`config.mk`:
```
export PLATFORM = sky130hd
export DESIGN_NAME = sclk_gen
export DESIGN_NICKNAME = d
export VERILOG_FILES = /design/src/rtl/sclk_gen_pkg.sv /design/src/rtl/sclk_prescale.sv /design/src/rtl/sclk_rate.sv /design/src/rtl/sclk_edge_seq.sv /design/src/rtl/sclk_gen.sv
export SDC_FILE = /design/constraint.sdc
export NUM_CORES = 1
export LEC_CHECK = 0
export ABC_CLOCK_PERIOD_IN_PS = 4300
export BUFFER_PORTS_ARGS = -buffer_cell sky130_fd_sc_hd__buf_2
export CORE_MARGIN = 2
export CORE_UTILIZATION = 53
export CTS_CLUSTER_SIZE = 8
export DETAILED_ROUTE_END_ITERATION = 12
export GPL_TIMING_DRIVEN = 0
export HOLD_SLACK_MARGIN = 0.06
export MAX_ROUTING_LAYER = met4
export PLACE_DENSITY = 0.75
export RECOVER_POWER = 25
export REMOVE_ABC_BUFFERS = 1
export SYNTH_ARGS = -nofsm -noshare
export SYNTH_HDL_FRONTEND = slang
export SYNTH_SLANG_ARGS = --single-unit
export TNS_END_PERCENT = 50
```
`constraint.sdc`:
```
create_clock -name clk -period 4.3 [get_ports clk]
set_input_delay 0.86 -clock clk [delete_from_list [all_inputs] [get_ports clk]]
set_output_delay 0.86 -clock clk [all_outputs]
set_load 0.01 [all_outputs]
```
`src/rtl/sclk_gen_pkg.sv`:
```
package sclk_gen_pkg;

    localparam int PRE_W_DEF  = 8;
    localparam int RATE_W_DEF = 8;
    localparam int LEN_W_DEF  = 5;
    localparam int MIN_BITS   = 4;
    localparam int MAX_BITS   = 16;

    typedef enum logic {
        PH_IDLE = 1'b0,
        PH_RUN  = 1'b1
    } phase_e;

    typedef struct packed {
        logic launch;
        logic sample;
        logic tick;
        logic done;
    } strobe_t;

    // Half of the even prescale value; bit 0 dropped, never below one.
    function automatic logic [15:0] half_prescale(input logic [15:0] pre);
        logic [15:0] h;
        h = pre >> 1;
        if (h == 16'd0) h = 16'd1;
        return h;
    endfunction

    // Number of clock transitions in a frame after clamping the length.
    function automatic logic [7:0] edge_total(input logic [7:0] bits);
        logic [7:0] n;
        n = bits;
        if (n < 8'(MIN_BITS))      n = 8'(MIN_BITS);
        else if (n > 8'(MAX_BITS)) n = 8'(MAX_BITS);
        return n << 1;
    endfunction

endpackage

```
`src/rtl/sclk_prescale.sv`:
```
module sclk_prescale #(
    parameter int HALF_W = 7
) (
    input  logic              clk,
    input  logic              rst,
    input  logic              run_i,
    input  logic [HALF_W-1:0] half_i,
    output logic              tick_o
);
    logic [HALF_W-1:0] cnt;

    assign tick_o = run_i && (cnt == half_i - 1'b1);

    always_ff @(posedge clk) begin
        if (rst || !run_i)  cnt <= '0;
        else if (tick_o)    cnt <= '0;
        else                cnt <= cnt + 1'b1;
    end

    AST_PRE_BOUND: assert property (@(posedge clk) disable iff (rst)
        run_i |-> (cnt < half_i));

endmodule

```
`src/rtl/sclk_rate.sv`:
```
module sclk_rate #(
    parameter int RATE_W = 8
) (
    input  logic              clk,
    input  logic              rst,
    input  logic              run_i,
    input  logic              step_i,
    input  logic [RATE_W-1:0] limit_i,
    output logic              edge_o
);
    logic [RATE_W-1:0] cnt;

    assign edge_o = run_i && step_i && (cnt == limit_i);

    always_ff @(posedge clk) begin
        if (rst || !run_i)  cnt <= '0;
        else if (edge_o)    cnt <= '0;
        else if (step_i)    cnt <= cnt + 1'b1;
    end

    AST_RATE_BOUND: assert property (@(posedge clk) disable iff (rst)
        run_i |-> (cnt <= limit_i));

endmodule

```
`src/rtl/sclk_edge_seq.sv`:
```
module sclk_edge_seq
    import sclk_gen_pkg::*;
#(
    parameter int LEN_W = 5
) (
    input  logic             clk,
    input  logic             rst,
    input  logic             accept_i,
    input  logic             cpol_i,
    input  logic             cpha_i,
    input  logic [LEN_W-1:0] bits_i,
    input  logic             edge_i,
    output logic             busy_o,
    output logic             sclk_o,
    output strobe_t          strobe_o
);
    localparam int EDGE_W = LEN_W + 1;

    phase_e            ph;
    logic              cpol_q, cpha_q;
    logic [EDGE_W-1:0] total_q, total_d, ecnt, nxt;
    logic              leading, last;

    assign total_d = EDGE_W'(edge_total(8'(bits_i)));
    assign nxt     = ecnt + 1'b1;
    assign leading = nxt[0];
    assign last    = (nxt == total_q);
    assign busy_o  = (ph == PH_RUN);

    always_ff @(posedge clk) begin
        if (rst) begin
            ph       <= PH_IDLE;
            sclk_o   <= 1'b0;
            strobe_o <= '0;
            ecnt     <= '0;
            cpol_q   <= 1'b0;
            cpha_q   <= 1'b0;
            total_q  <= EDGE_W'(2 * MIN_BITS);
        end else begin
            strobe_o <= '0;
            if (ph == PH_IDLE) begin
                sclk_o <= cpol_i;
                if (accept_i) begin
                    ph      <= PH_RUN;
                    cpol_q  <= cpol_i;
                    cpha_q  <= cpha_i;
                    total_q <= total_d;
                    ecnt    <= '0;
                end
            end else if (edge_i) begin
                sclk_o          <= ~sclk_o;
                ecnt            <= nxt;
                strobe_o.sample <= cpha_q ? !leading : leading;
                strobe_o.launch <= cpha_q ? leading : (!leading && !last);
                strobe_o.tick   <= !leading;
                strobe_o.done   <= last;
                if (last) ph <= PH_IDLE;
            end
        end
    end

    AST_STROBE_EXCL: assert property (@(posedge clk) disable iff (rst)
        !(strobe_o.launch && strobe_o.sample));

    AST_STROBE_ON_TOGGLE: assert property (@(posedge clk) disable iff (rst)
        (strobe_o.launch || strobe_o.sample || strobe_o.tick) |-> (sclk_o != $past(sclk_o)));

    AST_DONE_AT_REST: assert property (@(posedge clk) disable iff (rst)
        strobe_o.done |-> (!busy_o && sclk_o == cpol_q));

    AST_IDLE_FOLLOW: assert property (@(posedge clk) disable iff (rst)
        !busy_o |=> (sclk_o == $past(cpol_i)));

endmodule

```
`src/rtl/sclk_gen.sv`:
```
module sclk_gen
    import sclk_gen_pkg::*;
#(
    parameter int PRE_W  = PRE_W_DEF,
    parameter int RATE_W = RATE_W_DEF,
    parameter int LEN_W  = LEN_W_DEF
) (
    input  logic              clk,
    input  logic              rst,
    input  logic [PRE_W-1:0]  prescale_i,
    input  logic [RATE_W-1:0] rate_i,
    input  logic              cpol_i,
    input  logic              cpha_i,
    input  logic [LEN_W-1:0]  bits_i,
    input  logic              start_i,
    output logic              sclk_o,
    output logic              launch_o,
    output logic              sample_o,
    output logic              bit_tick_o,
    output logic              done_o,
    output logic              busy_o
);
    localparam int HALF_W = PRE_W - 1;

    logic [HALF_W-1:0] half_d, half_q;
    logic [RATE_W-1:0] rate_q;
    logic              accept, pre_tick, sclk_edge, busy;
    strobe_t           strobe;

    assign half_d = HALF_W'(half_prescale(16'(prescale_i)));
    assign accept = start_i && !busy;

    always_ff @(posedge clk) begin
        if (rst) begin
            half_q <= HALF_W'(1);
            rate_q <= '0;
        end else if (accept) begin
            half_q <= half_d;
            rate_q <= rate_i;
        end
    end

    sclk_prescale #(.HALF_W(HALF_W)) u_pre (
        .clk    (clk),
        .rst    (rst),
        .run_i  (busy),
        .half_i (half_q),
        .tick_o (pre_tick)
    );

    sclk_rate #(.RATE_W(RATE_W)) u_rate (
        .clk     (clk),
        .rst     (rst),
        .run_i   (busy),
        .step_i  (pre_tick),
        .limit_i (rate_q),
        .edge_o  (sclk_edge)
    );

    sclk_edge_seq #(.LEN_W(LEN_W)) u_seq (
        .clk      (clk),
        .rst      (rst),
        .accept_i (accept),
        .cpol_i   (cpol_i),
        .cpha_i   (cpha_i),
        .bits_i   (bits_i),
        .edge_i   (sclk_edge),
        .busy_o   (busy),
        .sclk_o   (sclk_o),
        .strobe_o (strobe)
    );

    assign busy_o     = busy;
    assign launch_o   = strobe.launch;
    assign sample_o   = strobe.sample;
    assign bit_tick_o = strobe.tick;
    assign done_o     = strobe.done;

    AST_CFG_HELD: assert property (@(posedge clk) disable iff (rst)
        (busy && $past(busy)) |-> ($stable(rate_q) && $stable(half_q)));

endmodule

```
==> results.toml, run 1 <==
[cts]
post_cts_resize_count = 0
htreeDepth = 2
cts_max_path_buffers = 2
clock-sinks = 48
postCtsSetupRepairBufs = 0
cts_tree = "built"
numCtsBuffers = 5
path_clk_slew_ns = 0.08
insertion_delay_ns = 0.29
cts_root_buf = "clkbuf_8"
hold_buffers = 0

[place]
dpl.hpwl_um = 3220
dpl-instance-area_mm2 = 0.00247
gp_congestion = 0.783
dpl_worst_slack_ns = 0.886
numPortBuffers = 30

[worst_setup_path]
cp-startpoint = "half_q[0]"
end_kind = "flop"
reg2reg_depth = 8
arrival_ns = 3.60
endpoint = "u_seq.ecnt[4]"
cp_max_fo = 18
r2r_slack_ns = 0.90
critPathSlowestCell = "or4b_1"
critPathRequiredTime_ns = 4.51
max_stage_delay_ns = 0.79
r2r-start = "half_q[0]"
critical_path_class = "reg2reg"
cp-start-kind = "flop"
critPathMostFrequentCell = "or4_1"
r2r-end = "u_seq.ecnt[4]"
path_cells = "inv_1, ha_1, or3b_1, or4_1, a211o_1, or4b_1, or4_1, o221ai_1"

[floorplan]
initial_core_util = 0.563
io_pins = 32
dieArea_mm2 = 0.00489
core_area_mm2 = 0.00409
die_h_um = 69.9
rows = 23
die_w_um = 69.9

[global_route]
grt.total_usage = 0.206
grt_pass1_wl_um = 8050
grt_pass1_vias = 1809
grt_antenna_before_repair = 0
grt-ovfl-total = 0
grt_start_max_net_pins = 34

[layout]
layout_commonest_cell = "dfxtp_1"
diodes = 0
final_area_mm2 = 0.00254
drive_above_1_share = 0.108
final_cell_mix = "dfxtp_1 (48), nand2_1 (40), xnor2_1 (23), buf_2 (23), nor2_1 (21)"
area_growth_pct = 10.2
fin_nets = 327

[synth]
synthAdderAreaFrac = 0.0217
ys_seq_elements = 48
synth_seq_area_share = 0.417
synth-edff-count = 0
synthArstFlopShare = 0
ys_types = 41
ys.warnings.count = 0
synthesis.area_mm2 = 0.00230
synth.mux.area_fraction = 0.0130
synth-simple-area-share = 0.264
synth_compound_area_frac = 0.146
synth_ff_type = "dfxtp_1"
postSynthAreaPerCell_um2 = 8.46
synth_cells = 272
synth_top_family_by_area = "simple AND/OR/NAND/NOR gates"
synth_xor_area_frac = 0.110

[run]
cap_viol_max_count = 0

[sta]
setup_viol = 0
fin_crit_ns = 3.40
tns_ns = 0
relSlewSlack = 0.192
layout_setup_ws_ns = 0.905
tightest_slew_ns = 1.21
fmax_mhz = 295
fin_crit_sh = 0.790
clock_skew_ns = 0.00503
hold_ws_ns = 0.469
drv_slew = 0
rsz0062_at_grt = "false"
hold_viol = 0

[routing]
ant_nets = 0
wirelength_um = 4530
routed_via_density = 5.72
first_pass_iters = 4
num_vias = 1984
drt_iter0_drc = 86
drc = 0
wire_per_inst_um = 13.0

[power_and_ir_drop]
peakVddDrop_mv = 0.245
leakage_nw = 0.916
powerDensity_mw_per_mm2 = 321

[worst_hold_path]
min_path_type = "reg2reg"

[run_status]
outcome = "finished clean"
synthesized netlist by cell type, drive strengths merged, types with 5 or more instances:
master | count | area share
nor2 | 21 | 0.034
and3 | 9 | 0.024
o21ai | 9 | 0.020
nand3 | 10 | 0.022
nor2b | 5 | 0.014
a32o | 5 | 0.022
dfxtp | 48 | 0.42
a21oi | 20 | 0.043
nand2 | 40 | 0.065
xnor2 | 23 | 0.087
or4 | 5 | 0.016
nor3 | 8 | 0.020
nor3b | 6 | 0.020
xor2 | 6 | 0.023
buf | 5 | 0.0087
clkbuf | 7 | 0.011
critical path, delay by kind of cell (launching register included):
kind            cells  cell delay (ns)
fa+ha+maj           1             0.22
buf+inv             1             0.07
flops               1             0.36
simple gates        4             2.24
compound gates      2             0.41
metrics by stage:
| stage | util | power, W | std cells |
|---|---|---|---|
| final | 0.621 | 0.000815 | 347 |
| after global routing | 0.621 | 0.000857 | 347 |
| after CTS | 0.623 | 0.000825 | 347 |
| after detailed placement | 0.604 | 0.000577 | 340 |
| after global placement | 0.604 | 0.000575 | 340 |
| after floorplan | - | 0.000542 | 260 |
where the power goes:
group | switching, W | total [W] | internal [W]
sequential | 0.0000135 | 0.000472 | 0.000458
clock | 0.000139 | 0.000249 | 0.000111
combinational | 0.0000546 | 0.0000936 | 0.0000390
flip-flops by register name, summed over array words and instances (netlist names):
| signal | flops |
|---|---|
| rate_q | 8 |
| u_rate.cnt | 8 |
| half_q | 7 |
| u_pre.cnt | 7 |
| u_seq.ecnt | 6 |
| u_seq.total_q | 5 |
| u_seq.strobe_o | 4 |
| u_seq.busy_o | 1 |
| u_seq.cpha_q | 1 |
| u_seq.sclk_o | 1 |
worst min path at each step:
| stage | from | endpoint | cells past startpoint |
|---|---|---|---|
| 2_1_floorplan | u_pre.cnt[0] | u_pre.cnt[0] | 1 |
| 3_3_place_gp | u_pre.cnt[0] | u_pre.cnt[0] | 1 |
| 3_5_place_dp | rate_q[3] | rate_q[3] | 2 |
| 4_1_cts | rate_q[3] | rate_q[3] | 2 |
| 5_1_grt | rate_q[4] | rate_q[4] | 2 |
| 6_report | half_q[6] | half_q[6] | 2 |
routing by layer:
| metal | part of all wire | up-vias | track usage |
|---|---|---|---|
| met1 | 0.45 | 933 | 0.247 |
| li1 | - | 1009 | - |
| met5 | 0 | - | - |
| met3 | 0.039 | 5 | 0.0476 |
| met4 | 0.015 | 0 | 0.0684 |
| met2 | 0.49 | 37 | 0.344 |
final cells by class:
class | count | area (um^2)
fill | 392 | 1550
clock inverter | 1 | 5.00
timing repair buffer | 30 | 141
sequential | 48 | 961
inverter | 5 | 18.8
tap | 50 | 62.6
clock buffer | 6 | 72.6
multi-input combinational | 207 | 1280
cell families after synthesis:
family          after synthesis
mux                           3
compound gates               51
xor+xnor                     29
buf+inv                      17
simple gates                120
fa+ha+maj                     4
flops                        48
Note: power is estimated with default switching activity, not from simulation.
==> inputs of run 2 (changes only) <==
Settings changed: ABC_CLOCK_PERIOD_IN_PS 4300 to 3200.
Clock period 4.3 ns to 3.2 ns, I/O delays scaled along.
==> run 2 against run 1 <==
Count of clock-buffer cells in the layout stayed put. Maximum frequency is 11% higher. Via count is 1.3% higher. Utilization is 1.2 points higher. Register-to-register slack worse by 0.76 ns. Sequential power is 34% higher. Clock power is 34% higher. Total power is 36% higher. Sequential share of layout area is 0.65 points lower. First-iteration DRC count is 1.2% higher. Sequential cell count stayed put. Cell count is 1.2% higher. Critical path type unchanged.
==> results.toml, run 2 (synthesis results as in run 1) <==
[layout]
drive_above_1_share = 0.136
final_cells = 351
diodes = 0
fin_nets = 331
final_cell_mix = "dfxtp_1 (47), nand2_1 (40), buf_2 (24)"
layout_commonest_cell = "dfxtp_1"
final_area_mm2 = 0.00258
area_growth_pct = 12.3
utilization = 0.633
reg.largest.list = "rate_q x8, u_rate.cnt x8"

[cts]
insertion_delay_ns = 0.29
cts_tree = "built"
htreeDepth = 2
clock-sinks = 48
numCtsBuffers = 5
hold_buffers = 0
cts_root_buf = "clkbuf_8"
path_clk_slew_ns = 0.08
cts_max_path_buffers = 2

[power_and_ir_drop]
leakage_nw = 0.937
power_w = 0.00110
powerDensity_mw_per_mm2 = 427
peakVddDrop_mv = 0.331

[sta]
hold_viol = 0
fin_crit_sh = 0.955
rsz0062_at_grt = "true"
fin_crit_ns = 3.06
drv_slew = 0
fmax_mhz = 327
clock_skew_ns = 0.00413
relSlewSlack = 0.183
tightest_slew_ns = 1.22
layout_setup_ws_ns = 0.144
setup_viol = 0

[routing]
wire_per_inst_um = 13.5
num_vias = 2010
drc = 0
ant_nets = 0
routed_via_density = 5.73
wirelength_um = 4730
first_pass_iters = 4
drt_iter0_drc = 87

[run_status]
outcome = "finished clean"

[worst_setup_path]
path_cells = "inv_1, ha_2, or3b_4, or4_1, a211o_1, or4b_4, or4b_1, o211ai_1"
end_kind = "flop"
critical_path_class = "reg2reg"
critPathSlowestCell = "or4b_4"
path_delay_family = "simple AND/OR/NAND/NOR gates"
crit_buf_inv = 1
max_stage_delay_ns = 0.59
cp-start-kind = "flop"
arrival_ns = 3.28
critPathRequiredTime_ns = 3.42
cp_max_fo = 6

[global_route]
grt_start_max_net_pins = 34
grt_antenna_before_repair = 0
grt_pass1_vias = 1809
grt.total_usage = 0.206
grt_pass1_wl_um = 8050
grt-ovfl-total = 0

[floorplan]
die_h_um = 69.9
die_w_um = 69.9
rows = 23
initial_core_util = 0.563
core_area_mm2 = 0.00409
io_pins = 32
dieArea_mm2 = 0.00489

[place]
dpl_worst_slack_ns = -0.214
numPortBuffers = 30
gp_congestion = 0.783
dpl.hpwl_um = 3220
dpl-instance-area_mm2 = 0.00247
post-place-cells = 340

[run]
cap_viol_max_count = 0

[worst_hold_path]
min_path_type = "reg2reg"
## run 2: per-stage QoR
stage / TNS (ns) / hold WS [ns]
after floorplan: 0 / 0.436
final: 0 / 0.470
after CTS: 0 / 0.473
after global routing: -0.00188 / 0.491
after detailed placement: -0.673 / 0.461
after global placement: -0.413 / 0.454
## run 2: worst min-delay path: cells and delay by family, from the launching register on
family             cells  cell delay [ns]
DFF                    1             0.32
AOI/OAI and AO/OA      1             0.05
and+or+nand+nor        1             0.05
## run 2: where the power goes
part | total [W] | internal (W) | switching (W)
Sequential | 0.000634 | 0.000616 | 0.0000186
Clock | 0.000334 | 0.000149 | 0.000186
Combinational | 0.000136 | 0.0000574 | 0.0000783
Total | 0.00110 | 0.000822 | 0.000282
## run 2: layout make-up
class                      instances  area (um^2)
tap                               50         62.6
sequential                        48          962
multi-input combinational        208         1300
clock buffer                       6         72.6
inverter                           5         18.8
clock inverter                     1         5.00
timing repair buffer              33          165
fill                             386         1500
## run 2: routing by layer
layer	vias to the layer above	share of wire	track usage
met2	32	0.49	0.344
met1	957	0.47	0.247
li1	1016	-	-
met4	0	0.014	0.0684
met5	-	0	-
met3	5	0.030	0.0476
## run 2: worst paths after layout
kind                   from  slack (ns)             to  cells after the start
hold reg to reg   rate_q[3]        0.47      rate_q[3]                      2
setup / recovery  half_q[0]        0.14  u_seq.ecnt[3]                      8
setup reg to reg  half_q[0]        0.14  u_seq.ecnt[3]                      8
hold / removal    rate_q[3]        0.47      rate_q[3]                      2
## run 2: repair_timing
item,in CTS,in global routing
gates resized for setup,1,4
pin swaps,0,2
gates cloned,0,1
endpoints found under the setup margin,4,5
hold endpoints to repair,0,0
setup buffers,0,3
==> inputs of run 3 (changes only) <==
Settings changed: CORE_ASPECT_RATIO set to 1.5, CTS_CLUSTER_SIZE 8 to unset.
==> run 3 against run 2 <==
Final area unchanged. Clock skew about the same. Maximum frequency shrank 2.5%. Die area rose by 0.23%. Wire length is 1.4% higher.
==> results.toml, run 3 (synthesis results as in run 1) <==
[place]
post-place-cells = 336
numPortBuffers = 30
gp_congestion = 0.792
dpl.hpwl_um = 3310

[worst_hold_path]
hold_depth = 2
min_path_type = "reg2reg"
min-delay-start = "u_seq.cpha_q"
worstHoldEndpoint = "u_seq.cpha_q"

[routing]
drc = 0
num_vias = 1999
first_pass_iters = 4
drt_iter0_drc = 51
wirelength_um = 4790
wire_per_inst_um = 13.8
routed_via_density = 5.76
ant_nets = 0

[floorplan]
initial_core_util = 0.547
die_h_um = 84.7
dieArea_mm2 = 0.00490
die_w_um = 57.8
core_area_mm2 = 0.00421
io_pins = 32
rows = 29

[power_and_ir_drop]
peakVddDrop_mv = 0.432
leakage_nw = 0.935
powerDensity_mw_per_mm2 = 441

[layout]
multiInputGateArea_mm2 = 0.00130
layout_commonest_cell = "dfxtp_1"
fin_nets = 330
reg.largest.list = "rate_q x8, u_rate.cnt x8"
final_cell_mix = "dfxtp_1 (48), nand2_1 (40), buf_2 (24)"
diodes = 0
seq_area_um2 = 961
utilization = 0.614
fillers = 413
drive_above_1_share = 0.130
final_cells = 347
area_growth_pct = 12.3

[cts]
htreeDepth = 2
cts_max_path_buffers = 2
path_clk_slew_ns = 0.08
cts_tree = "built"
numCtsBuffers = 5
cts_root_buf = "clkbuf_8"
clock-sinks = 48
insertion_delay_ns = 0.30
hold_buffers = 0

[worst_setup_path]
reg2reg_depth = 8
critPathRequiredTime_ns = 3.42
arrival_ns = 3.35
max_stage_delay_ns = 0.58
critical_path_class = "reg2reg"
r2r-end = "u_seq.ecnt[3]"
path_cells = "inv_1, ha_2, or3b_1, or4_1, a211o_1, or4b_4, or4b_1, o211ai_1"
cp-start-kind = "flop"
r2r-start = "half_q[0]"
cp_max_fo = 5
r2r_slack_ns = 0.06
end_kind = "flop"
critPathSlowestCell = "or4b_4"
path_delay_family = "simple AND/OR/NAND/NOR gates"
crit_buf_inv = 1

[sta]
hold_viol = 0
fin_crit_ns = 3.14
relSlewSlack = 0.192
fmax_mhz = 319
drv_slew = 0
fin_crit_sh = 0.980
clock_skew_ns = 0.00402
tightest_slew_ns = 1.21
setup_viol = 0

[global_route]
grt_pass1_vias = 1860
grt_pass1_wl_um = 7940
grt-ovfl-total = 0
grt_antenna_before_repair = 0
grt.total_usage = 0.210
grt_start_max_net_pins = 34

[run]
cap_viol_max_count = 0

[run_status]
outcome = "finished clean"
-- run 3: cell count changes in the layout (fill, tap and decap cells not counted) --
cell        before  now
buf_4            3    2
clkbuf_8         5    6
clkinv_2         1    0
clkinvlp_4       0    1
dfxtp_1         47   48
dfxtp_2          1    0
or3b_1           0    1
or3b_4           1    0
-- run 3: cell type report --
| type | count | area share |
|---|---|---|
| Inverter | 5 | 0.00726 |
| Multi-Input combinational cell | 208 | 0.501 |
| Clock buffer | 7 | 0.0334 |
| Tap cell | 46 | 0.0223 |
| Sequential cell | 48 | 0.372 |
| Timing Repair Buffer | 32 | 0.0610 |
| Clock inverter | 1 | 0.00290 |
-- run 3: routing by layer --
metal,share of wire,GRT usage,vias to the layer above
met4,0.020,0.0867,0
li1,-,-,1017
met1,0.43,0.225,950
met3,0.026,0.0431,7
met5,0,-,-
met2,0.52,0.367,25
-- run 3: worst max path at each step --
stage / startpoint / end / slack, ns / cells after the start
CTS: half_q[0] / u_seq.ecnt[3] / 0.007 / 8
detailed placement: half_q[0] / u_seq.ecnt[4] / -0.20 / 8
global route: half_q[0] / u_seq.ecnt[3] / -0.05 / 8
floorplan: half_q[0] / u_seq.ecnt[3] / 0.08 / 8
finish: half_q[0] / u_seq.ecnt[3] / 0.06 / 8
global placement: half_q[0] / u_seq.ecnt[4] / -0.15 / 8
-- run 3: worst register-to-register path, delay by kind of cell, from the launching register on --
kind                       cells  cell delay [ns]
buffers and inverters          1             0.08
and+or+nand+nor                4             1.96
DFF                            1             0.37
AOI/OAI and AO/OA              2             0.44
adders and majority gates      1             0.21
-- run 3: power by group --
group          internal [W]  total, W  switching, W
registers          0.000616  0.000633     0.0000177
clock network      0.000176  0.000371      0.000195
logic             0.0000564  0.000136     0.0000799
total              0.000848   0.00114      0.000293
-- run 3: through the flow --
step / setup slack (ns) / total power, W / setup TNS (ns) / instance area (um^2) / hold WS, ns
after floorplan: 0.0820 / 0.000728 / 0 / 2260 / 0.436
after global placement: -0.155 / 0.000773 / -0.452 / 2460 / 0.452
after detailed placement: -0.199 / 0.000777 / -0.629 / 2460 / 0.460
after CTS: 0.00691 / 0.00114 / 0 / 2560 / 0.472
after global routing: -0.0530 / 0.00119 / -0.0530 / 2580 / 0.492
final: 0.0641 / 0.00114 / 0 / 2580 / 0.469
-- run 3: what timing repair did --
item | CTS | global route
pin swaps | 0 | 2
setup endpoints to repair | 4 | 3
endpoints found under the hold margin | 0 | 0
setup buffers | 0 | 2
cloned | 0 | 1
resized for setup | 1 | 2
